`config.mk`:
```
export PLATFORM = sky130hd
export DESIGN_NAME = lcd_text_refresh
export DESIGN_NICKNAME = d
export VERILOG_FILES = /design/src/rtl/lcd_refresh_pkg.sv /design/src/rtl/lcd_char_buf.sv /design/src/rtl/lcd_bus_writer.sv /design/src/rtl/lcd_refresh_seq.sv /design/src/rtl/lcd_text_refresh.sv
export SDC_FILE = /design/constraint.sdc
export NUM_CORES = 1
export LEC_CHECK = 0
export BUFFER_PORTS_ARGS = -buffer_cell sky130_fd_sc_hd__buf_2
export CORE_UTILIZATION = 35
export DETAILED_ROUTE_END_ITERATION = 16
export GPL_ROUTABILITY_DRIVEN = 0
export GPL_TIMING_DRIVEN = 0
export SYNTH_ARGS = -nofsm -noshare
export SYNTH_HDL_FRONTEND = slang
export SYNTH_SLANG_ARGS = --single-unit
```
`constraint.sdc`:
```
create_clock -name clk -period 5.7 [get_ports clk]
set_clock_uncertainty 0.1 [all_clocks]
set_input_delay 0 -clock clk [delete_from_list [all_inputs] [get_ports clk]]
set_output_delay 0 -clock clk [all_outputs]
set_load 0.05 [all_outputs]
```
`src/rtl/lcd_refresh_pkg.sv`:
```
package lcd_refresh_pkg;

   typedef enum logic [2:0] {
      SQ_POWER,
      SQ_INIT,
      SQ_LINE,
      SQ_CHAR,
      SQ_WAIT
   } seq_state_e;

   typedef enum logic [1:0] {
      WP_IDLE,
      WP_SETUP,
      WP_PULSE,
      WP_GAP
   } wr_phase_e;

   localparam logic [7:0] CMD_HOME_ADDR = 8'h80;
   localparam logic [7:0] CMD_ROW1_ADDR = 8'hC0;
   localparam logic [7:0] CMD_ON_NOCUR  = 8'h0C;
   localparam logic [7:0] CMD_CLEAR     = 8'h01;
   localparam logic [7:0] CMD_ENTRY_INC = 8'h06;
   localparam logic [7:0] CHAR_BLANK    = 8'h20;
   localparam int         INIT_STEPS    = 4;
   localparam int         CLEAR_STEP    = 2;

   function automatic logic [7:0] func_set_cmd(input int rows);
      return (rows > 1) ? 8'h38 : 8'h30;
   endfunction

   function automatic int max2(input int a, input int b);
      return (a > b) ? a : b;
   endfunction

endpackage

```
`src/rtl/lcd_char_buf.sv`:
```
module lcd_char_buf
   import lcd_refresh_pkg::*;
#(
   parameter int DEPTH = 32,
   parameter int AW    = $clog2(DEPTH)
) (
   input  logic          clk,
   input  logic          rst_n,
   input  logic          we,
   input  logic [AW-1:0] waddr,
   input  logic [7:0]    wdata,
   input  logic [AW-1:0] raddr,
   output logic [7:0]    rdata
);

   logic [7:0] mem [DEPTH];
   logic       addr_ok;

   generate
      if (DEPTH == (1 << AW)) begin : g_full
         assign addr_ok = 1'b1;
      end else begin : g_part
         assign addr_ok = (waddr < AW'(DEPTH));
      end
   endgenerate

   always_ff @(posedge clk or negedge rst_n) begin
      if (!rst_n) begin
         for (int i = 0; i < DEPTH; i++) mem[i] <= CHAR_BLANK;
      end else if (we && addr_ok) begin
         mem[waddr] <= wdata;
      end
   end

   assign rdata = mem[raddr];

endmodule

```
`src/rtl/lcd_bus_writer.sv`:
```
module lcd_bus_writer
   import lcd_refresh_pkg::*;
#(
   parameter int SETUP_CYC    = 2,
   parameter int E_HIGH_CYC   = 25,
   parameter int GAP_CYC      = 2000,
   parameter int LONG_GAP_CYC = 82000
) (
   input  logic       clk,
   input  logic       rst_n,
   input  logic       go,
   input  logic       go_rs,
   input  logic [7:0] go_data,
   input  logic       go_long,
   output logic       done,
   output logic       lcd_rs,
   output logic       lcd_en,
   output logic [7:0] lcd_data
);

   localparam int MAXC = max2(max2(SETUP_CYC, E_HIGH_CYC), max2(GAP_CYC, LONG_GAP_CYC));
   localparam int CW   = $clog2(MAXC + 1);

   wr_phase_e   ph;
   logic [CW-1:0] cnt;
   logic [CW-1:0] lim;
   logic        long_q;
   logic        last;

   always_comb begin
      case (ph)
         WP_SETUP: lim = CW'(SETUP_CYC - 1);
         WP_PULSE: lim = CW'(E_HIGH_CYC - 1);
         WP_GAP:   lim = long_q ? CW'(LONG_GAP_CYC - 1) : CW'(GAP_CYC - 1);
         default:  lim = '0;
      endcase
   end

   assign last = (cnt == lim);
   assign done = (ph == WP_GAP) && last;

   always_ff @(posedge clk or negedge rst_n) begin
      if (!rst_n) begin
         ph       <= WP_IDLE;
         cnt      <= '0;
         long_q   <= 1'b0;
         lcd_rs   <= 1'b0;
         lcd_data <= '0;
         lcd_en   <= 1'b0;
      end else begin
         lcd_en <= ((ph == WP_SETUP) && last) || ((ph == WP_PULSE) && !last);
         case (ph)
            WP_IDLE: begin
               if (go) begin
                  ph       <= WP_SETUP;
                  cnt      <= '0;
                  long_q   <= go_long;
                  lcd_rs   <= go_rs;
                  lcd_data <= go_data;
               end
            end
            default: begin
               if (last) begin
                  cnt <= '0;
                  case (ph)
                     WP_SETUP: ph <= WP_PULSE;
                     WP_PULSE: ph <= WP_GAP;
                     default:  ph <= WP_IDLE;
                  endcase
               end else begin
                  cnt <= cnt + 1'b1;
               end
            end
         endcase
      end
   end

endmodule

```
`src/rtl/lcd_refresh_seq.sv`:
```
module lcd_refresh_seq
   import lcd_refresh_pkg::*;
#(
   parameter int ROWS        = 2,
   parameter int COLS        = 16,
   parameter int POWERUP_CYC = 750000,
   parameter int REFRESH_CYC = 2500000
) (
   input  logic                          clk,
   input  logic                          rst_n,
   input  logic                          done,
   input  logic [7:0]                    rd_data,
   output logic [$clog2(ROWS*COLS)-1:0]  rd_addr,
   output logic                          go,
   output logic                          go_rs,
   output logic [7:0]                    go_data,
   output logic                          go_long
);

   localparam int NCHAR = ROWS * COLS;
   localparam int AW    = $clog2(NCHAR);
   localparam int RW    = (ROWS > 1) ? $clog2(ROWS) : 1;
   localparam int CLW   = (COLS > 1) ? $clog2(COLS) : 1;
   localparam int TW    = $clog2(max2(POWERUP_CYC, REFRESH_CYC) + 1);
   localparam logic [AW-1:0] COLS_A = AW'(COLS);

   seq_state_e     st;
   logic [1:0]     init_idx;
   logic [RW-1:0]  row;
   logic [CLW-1:0] col;
   logic [TW-1:0]  tmr;
   logic           pending;
   logic [7:0]     init_cmd;
   logic [7:0]     line_cmd;
   logic           emit;

   always_comb begin
      case (init_idx)
         2'd0:    init_cmd = func_set_cmd(ROWS);
         2'd1:    init_cmd = CMD_ON_NOCUR;
         2'd2:    init_cmd = CMD_CLEAR;
         default: init_cmd = CMD_ENTRY_INC;
      endcase
   end

   generate
      if (ROWS == 2) begin : g_two_rows
         assign line_cmd = row[0] ? CMD_ROW1_ADDR : CMD_HOME_ADDR;
      end else begin : g_one_row
         assign line_cmd = CMD_HOME_ADDR;
      end
   endgenerate

   assign rd_addr = AW'(AW'(row) * COLS_A + AW'(col));
   assign emit    = (st == SQ_INIT) || (st == SQ_LINE) || (st == SQ_CHAR);
   assign go      = emit && !pending;

   always_comb begin
      go_rs   = 1'b0;
      go_long = 1'b0;
      go_data = line_cmd;
      case (st)
         SQ_INIT: begin
            go_data = init_cmd;
            go_long = (init_idx == 2'(CLEAR_STEP));
         end
         SQ_CHAR: begin
            go_rs   = 1'b1;
            go_data = rd_data;
         end
         default: ;
      endcase
   end

   always_ff @(posedge clk or negedge rst_n) begin
      if (!rst_n) begin
         st       <= SQ_POWER;
         init_idx <= '0;
         row      <= '0;
         col      <= '0;
         tmr      <= '0;
         pending  <= 1'b0;
      end else begin
         if (go) pending <= 1'b1;
         else if (done) pending <= 1'b0;
         case (st)
            SQ_POWER: begin
               if (tmr == TW'(POWERUP_CYC - 1)) begin
                  st  <= SQ_INIT;
                  tmr <= '0;
               end else begin
                  tmr <= tmr + 1'b1;
               end
            end
            SQ_INIT: begin
               if (done) begin
                  if (init_idx == 2'(INIT_STEPS - 1)) begin
                     st  <= SQ_LINE;
                     row <= '0;
                     tmr <= '0;
                  end else begin
                     init_idx <= init_idx + 1'b1;
                  end
               end
            end
            SQ_LINE: begin
               tmr <= tmr + 1'b1;
               if (done) begin
                  st  <= SQ_CHAR;
                  col <= '0;
               end
            end
            SQ_CHAR: begin
               tmr <= tmr + 1'b1;
               if (done) begin
                  if (col == CLW'(COLS - 1)) begin
                     if (row == RW'(ROWS - 1)) begin
                        st <= SQ_WAIT;
                     end else begin
                        row <= row + 1'b1;
                        st  <= SQ_LINE;
                     end
                  end else begin
                     col <= col + 1'b1;
                  end
               end
            end
            default: begin
               if (tmr == TW'(REFRESH_CYC - 1)) begin
                  st  <= SQ_LINE;
                  row <= '0;
                  tmr <= '0;
               end else begin
                  tmr <= tmr + 1'b1;
               end
            end
         endcase
      end
   end

endmodule

```
`src/rtl/lcd_text_refresh.sv`:
```
module lcd_text_refresh
   import lcd_refresh_pkg::*;
#(
   parameter int ROWS          = 2,
   parameter int COLS          = 16,
   parameter int SETUP_CYC     = 2,
   parameter int E_HIGH_CYC    = 25,
   parameter int GAP_CYC       = 2000,
   parameter int CLEAR_GAP_CYC = 82000,
   parameter int POWERUP_CYC   = 750000,
   parameter int REFRESH_CYC   = 2500000
) (
   input  logic                          clk,
   input  logic                          rst_n,
   input  logic                          wr_en,
   input  logic [$clog2(ROWS*COLS)-1:0]  wr_addr,
   input  logic [7:0]                    wr_data,
   output logic                          lcd_rs,
   output logic                          lcd_en,
   output logic [7:0]                    lcd_data
);

   localparam int NCHAR     = ROWS * COLS;
   localparam int AW        = $clog2(NCHAR);
   localparam int BYTE_CYC  = SETUP_CYC + E_HIGH_CYC + GAP_CYC + 1;
   localparam int FRAME_CYC = (NCHAR + ROWS) * BYTE_CYC;

   generate
      if (ROWS < 1 || ROWS > 2) begin : g_bad_rows
         $error("lcd_text_refresh: ROWS must be 1 or 2");
      end
      if (COLS < 2 || COLS > 40) begin : g_bad_cols
         $error("lcd_text_refresh: COLS must be 2 to 40");
      end
      if (SETUP_CYC < 1 || E_HIGH_CYC < 1 || GAP_CYC < 1 || POWERUP_CYC < 1) begin : g_bad_time
         $error("lcd_text_refresh: timing counts must be at least 1");
      end
      if (CLEAR_GAP_CYC < GAP_CYC) begin : g_bad_clear
         $error("lcd_text_refresh: CLEAR_GAP_CYC below GAP_CYC");
      end
      if (REFRESH_CYC <= FRAME_CYC) begin : g_bad_refresh
         $error("lcd_text_refresh: REFRESH_CYC shorter than one frame");
      end
   endgenerate

   logic [AW-1:0] rd_addr;
   logic [7:0]    rd_data;
   logic          go;
   logic          go_rs;
   logic [7:0]    go_data;
   logic          go_long;
   logic          done;

   lcd_char_buf #(
      .DEPTH (NCHAR),
      .AW    (AW)
   ) u_buf (
      .clk   (clk),
      .rst_n (rst_n),
      .we    (wr_en),
      .waddr (wr_addr),
      .wdata (wr_data),
      .raddr (rd_addr),
      .rdata (rd_data)
   );

   lcd_refresh_seq #(
      .ROWS        (ROWS),
      .COLS        (COLS),
      .POWERUP_CYC (POWERUP_CYC),
      .REFRESH_CYC (REFRESH_CYC)
   ) u_seq (
      .clk     (clk),
      .rst_n   (rst_n),
      .done    (done),
      .rd_data (rd_data),
      .rd_addr (rd_addr),
      .go      (go),
      .go_rs   (go_rs),
      .go_data (go_data),
      .go_long (go_long)
   );

   lcd_bus_writer #(
      .SETUP_CYC    (SETUP_CYC),
      .E_HIGH_CYC   (E_HIGH_CYC),
      .GAP_CYC      (GAP_CYC),
      .LONG_GAP_CYC (CLEAR_GAP_CYC)
   ) u_wr (
      .clk      (clk),
      .rst_n    (rst_n),
      .go       (go),
      .go_rs    (go_rs),
      .go_data  (go_data),
      .go_long  (go_long),
      .done     (done),
      .lcd_rs   (lcd_rs),
      .lcd_en   (lcd_en),
      .lcd_data (lcd_data)
   );

endmodule

```
; ---- After elaboration in Yosys (flattened, before gate mapping)
; Cells that the tools add are included.
[totals]
regBits = 319
input_bits = 16
[classes]
addsub = 6
n_lt_le_gt_ge = 3
n_eq_ne = 21
n_mux = 47
bitwise = 4
n_reduce_logical = 27
[ops]
columns = operator, n
row1 = 256-bit bitwise mux, 1
row2 = 22-bit two-way mux, 4
row3 = 17-bit two-way mux, 4
row4 = 22-bit case mux with 3 select lines, 1
row5 = 17-bit case mux with 3 select lines, 1
row6 = 8-bit binary-select mux with 5-bit select, 1
row7 = 8-bit demux with 5-bit select, 1
row8 = 3-bit two-way mux, 8
row9 = 8-bit two-way mux, 3
row10 = "22-bit by 1-bit adder with 22-bit output, second input constant", 1
row11 = "22-bit by 20-bit equality test with 1-bit output, second input constant", 1
row12 = "22-bit equality test, second input constant", 1
row13 = 6-bit case mux with 3 select lines, 1
row14 = "17-bit by 1-bit adder with 17-bit output, second input constant", 1
row15 = 17-bit equality test, 1
row16 = 8-bit case mux with 2 select lines, 1
row17 = "2-bit inequality test, second input constant", 7
row18 = "6-bit >= comparator, second input constant", 2
row19 = 4-bit two-way mux, 3
row20 = 5-bit inverter with 6-bit output, 2
row21 = 3-bit case mux with 4 select lines, 1
row22 = 1-bit two-way mux, 10
row23 = "2-bit equality test, second input constant", 4
row24 = 4-bit case mux with 2 select lines, 1
row25 = other kinds (29), 47

; ---- Logic depth before layout (Yosys ltp)
[depth]
depth_word = 6
depth_mapped = 10

; ---- Modules after synthesis
; Synthesis repeated with hierarchy kept, for this count alone.
[hier_totals]
cells_unflattened = 1082
hier_area_um2 = 15439.8
[modules_own_cells]
columns = module, n_inst, cells_each, area_each_um2, seq_area_each_um2
row1 = lcd_char_buf, 1, 699, 11688.7, 6446.2
row2 = lcd_refresh_seq, 1, 224, 2052.0, 825.8
row3 = lcd_bus_writer, 1, 159, 1699.1, 750.7

; ---- Worst setup path after synthesis
; OpenSTA, ideal clock, no wires.
[synth_timing]
path_type = reg2reg
from = register u_wr.ph[0]
to = register u_seq.init_idx[1]
setup_ps = 128
arrival_time_ps = 2410
required_ps = 5472
setup_slack_ps = 3063
path_stages_with_launch = 8
n_path_buf = 0
synth_period_minus_slack_ps = 2637
cell_sequence = dfrtp_1 ha_1 or4_1 a211o_1 a211oi_2 and3_4 nor3b_4 mux2_1
[synth_via]
elab_chain_len = 5
elab_cells_between_ends = 7
cone_classes = eq/ne (4) / mux (1) / reduce/logical (2)
[synth_lines]
columns = item, line_no
row1 = "start, declared", lcd_bus_writer.sv:24  ; wr_phase_e ph;
row2 = "start signal, assigned", lcd_bus_writer.sv:44  ; ph <= WP_IDLE;
row3 = "start signal, assigned", lcd_bus_writer.sv:55  ; ph <= WP_SETUP;
row4 = "start signal, assigned", lcd_bus_writer.sv:66  ; WP_SETUP: ph <= WP_PULSE;
row5 = "2-bit equality test, or another cell as far along", "lcd_bus_writer.sv:31, lcd_bus_writer.sv:40"
row6 = 17-bit case mux with 3 select lines, lcd_bus_writer.sv:31  ; case (ph)
row7 = 17-bit equality test, lcd_bus_writer.sv:39  ; assign last = (cnt == lim);
row8 = 1-bit logical AND (*), lcd_bus_writer.sv:40  ; assign done = (ph == WP_GAP) && last;
row9 = 3-bit AND reduction (no source line) (*), n/a
row10 = "end signal, assigned", lcd_refresh_seq.sv:102  ; init_idx <= init_idx + 1'b1;
row11 = "end, declared", lcd_refresh_seq.sv:28  ; logic [1:0] init_idx;
; Every way passes the cells marked *; elsewhere a longest branch is shown, timed or not.
; A chain may end at the register's enable or synchronous reset.

; ---- Worst setup path after layout
[layout_timing]
from = register u_seq.col[1]
to = register u_wr.lcd_data[7]
[layout_via]
elab_chain_len = 6
[layout_lines]
columns = item, line_no
row1 = "start, declared", lcd_refresh_seq.sv:30  ; logic [CLW-1:0] col;
row2 = "start signal, assigned", lcd_refresh_seq.sv:124  ; col <= col + 1'b1;
row3 = 5-bit by 4-bit adder with 5-bit output, lcd_refresh_seq.sv:54  ; assign rd_addr = AW'(AW'(row) * COLS_A + AW'(col));
row4 = 5-bit inverter with 6-bit output (not written as such), lcd_char_buf.sv:35  ; assign rdata = mem[raddr];
row5 = 8-bit binary-select mux with 5-bit select, lcd_char_buf.sv:35
row6 = 8-bit two-way mux (not written as such) (2 in a row), lcd_char_buf.sv:35
row7 = 8-bit case mux with 2 select lines, lcd_refresh_seq.sv:62  ; case (st)
row8 = "end signal, assigned", lcd_bus_writer.sv:59  ; lcd_data <= go_data;
row9 = "end, declared", lcd_bus_writer.sv:18  ; output logic [7:0] lcd_data
; No other way between the ends. The select of a mux whose other input is x is not followed.

==> impl_metrics.ini <==
[logic_synthesis]
syn_area_um2 = 15400
syn_area_per_cell_um2 = 13.4
synth_seq_cells = 319
synth_cells = 1150
synth_top_area_share_pct = 46.7
synth_edf_count = 0
synth_fp_nets = 1178
synthArstFlopShare_pct = 100
synth_top_cell_by_area = dfrtp_1
synth_area_leaders = dfrtp_1 47%, mux2_2 19%, mux4_2 11%
ys_warn_count = 0
synth_ff_type = dfrtp_1
synthDistinctLibCells = 64
synth_seq_area_share_pct = 52.1

[timing]
finalMaxSlewViolations = 0
timing.fmax_mhz = 303
rsz0062_at_grt = no
worst_slew_pin_slew_ns = 1.22
worst_slew_margin_rel_pct = 18.2
period_needed_ns = 3.30
finalSetupViolCount = 0
timing.final.crit_share_pct = 57.8
hold_viol = 0
fin_ws_ns = 2.40

[final_layout]
final_common_cell = dfrtp_1
final_cell_mix = 287 x dfrtp_1, 262 x mux2_2, 72 x mux4_2
antenna_cells = 0
syn_to_final_growth_pct = 13.5
final_nets = 1248
regArea_um2 = 8020
drive_gt1_share_pct = 37.5
multi_input_area_um2 = 7010
num-fill-cells = 4091

[grt]
grt_max_degree = 123
grt_pass1_vias = 10189
grt_antenna_before_repair = 0
track_usage_pct = 18.1
gr-total-overflow = 0
grt_pass1_wl_um = 61200

[floorplanning]
start_util_pct = 35.6
die-area_um2 = 44800
die_w_um = 212
ios = 26
die_h_um = 212
rows = 76
core-area_um2 = 43200

[routing]
vias = 9850
wirelength_um = 38900
vias_per_cell = 5.39
drt_iter0_markers = 631
drt-wirelength-per-cell_um = 21.3
antenna_left = 0
first_pass_iters = 5
drc = 0

[critical_path]
critPathMaxFanout = 10
startpoint_type = register
critPathCaptureType = register
path_class = register to register
critPathArrivalTime_ns = 3.59
worst-endpoint-required_ns = 6.00
reg2reg_depth = 7

[clocking]
cts-resized-gates = 0
cts_tree = built
cts_inserted_buffers = 34
clock-sinks = 319
cts.clk_slew.worst_paths_ns = 0.06
clock_latency_ns = 0.55
htreeDepth = 2
cts_buffer_depth = 3
root_buffer = clkbuf_16

[power]
p_per_area_nw_per_um2 = 324
power_w = 0.00567
p_leak_nw = 7.37
peakVddDrop_uv = 177

[flow_run]
max_cap_viol_count = 0

[placement]
dp_hpwl_um = 26000
dp_slack_ns = 2.38
portBuffers = 21

[outcome]
status = finished clean

[hold_path]
hold_path_class = primary input to register
worstHoldPathCells = 4
## registers in the layout (all words and copies together) (netlist names)
signal and count:
u_buf.mem 256, u_seq.col 4, u_seq.init_idx 2, u_seq.pending 1, u_seq.row 1, u_seq.st 3, u_seq.tmr 22, u_wr.cnt 17
u_wr.lcd_data 8, u_wr.lcd_en 1, u_wr.lcd_rs 1, u_wr.long_q 1, u_wr.ph 2
## per-layer routing
metal / part of all wire (%) / global-route usage, % / vias to the layer above
li1: - / - / 4429
met1: 47 / 25.3 / 5203
met2: 47 / 29.2 / 180
met3: 4.4 / 3.26 / 38
met4: 1.5 / 4.25 / 0
met5: 0 / 0 / -
## through the flow
step	setup TNS, ns	hold WS [ns]	util [%]	std cells	instance area, um^2
final	0	0.148	40.5	1829	17500
after global routing	0	0.193	40.5	1829	17500
after CTS	0	0.120	40.5	1829	17500
after detailed placement	0	-0.0434	37.7	1758	16300
after global placement	-446.39	0.204	37.6	1756	16200
after floorplan	0	-0.396	-	1150	15400
## Yosys cell counts, types with 6 or more instances
cell,count
dfrtp_1,287
mux2_2,262
mux4_2,72
nand2_1,69
nor2_1,53
clkbuf_1,46
a21oi_1,34
o21ai_0,34
dfstp_2,32
nand3_1,31
a31oi_1,20
buf_2,16
inv_1,15
nor3_1,15
mux2i_1,14
and3_1,12
ha_1,12
a21o_1,8
and2_1,7
nand2b_1,7
nand4_1,7
nand3b_1,6
or3_1,6
## where the power goes
group	internal, W	switching, W	total, W
clock	0.00125	0.000935	0.00218
combinational	0.000413	0.000253	0.000667
sequential	0.00265	0.000166	0.00282
## worst max-delay path, cell delays in order, from the launching register on
cell and delay [ns]:
dfrtp_1 0.37, clkbuf_1 0.40, buf_2 0.42, buf_1 0.69
mux4_2 0.44, mux4_2 0.53, nand2_1 0.12, a31oi_1 0.08
## final timing paths
check,startpoint,endpoint,slack (ns)
worst max register to register,u_seq.col[1],u_wr.lcd_data[7],2.40
max in group asynchronous,rst_n,u_seq.tmr[13],3.91
worst max-delay path,u_seq.col[1],u_wr.lcd_data[7],2.40
worst min-delay path,wr_addr[0],u_buf.mem[35],0.15
worst min register to register,u_seq.pending,u_seq.pending,0.38
min in group asynchronous,rst_n,u_seq.tmr[18],0.50
## cell families (layout without fill, tap and decap cells)
family / after synthesis / in the layout / synth area share [%]
adder cells (fa/ha/maj): 12 / 12 / 0.976
buffers and inverters: 84 / 178 / 2.30
multiplexers: 349 / 349 / 30.7
flip-flops: 319 / 319 / 52.1
XOR/XNOR: 7 / 7 / 0.398
AND/OR/NAND/NOR: 243 / 243 / 7.88
AO/OA/AOI/OAI: 136 / 136 / 5.61
## timing repair
item | in CTS | in global routing
endpoints found under the hold margin | 120 | 0
buffers inserted | 0 | 0
hold buffers | 11 | 0
## final cells by class
class | instances | share of cell area, %
Inverter | 15 | 0.322
Sequential cell | 319 | 45.9
Buffer | 69 | 1.70
Timing Repair Buffer | 34 | 1.60
Clock inverter | 9 | 0.716
Tap cell | 585 | 4.19
Multi-Input combinational cell | 747 | 40.1
Clock buffer | 51 | 5.41
Note: power is estimated with default switching activity, not from simulation.
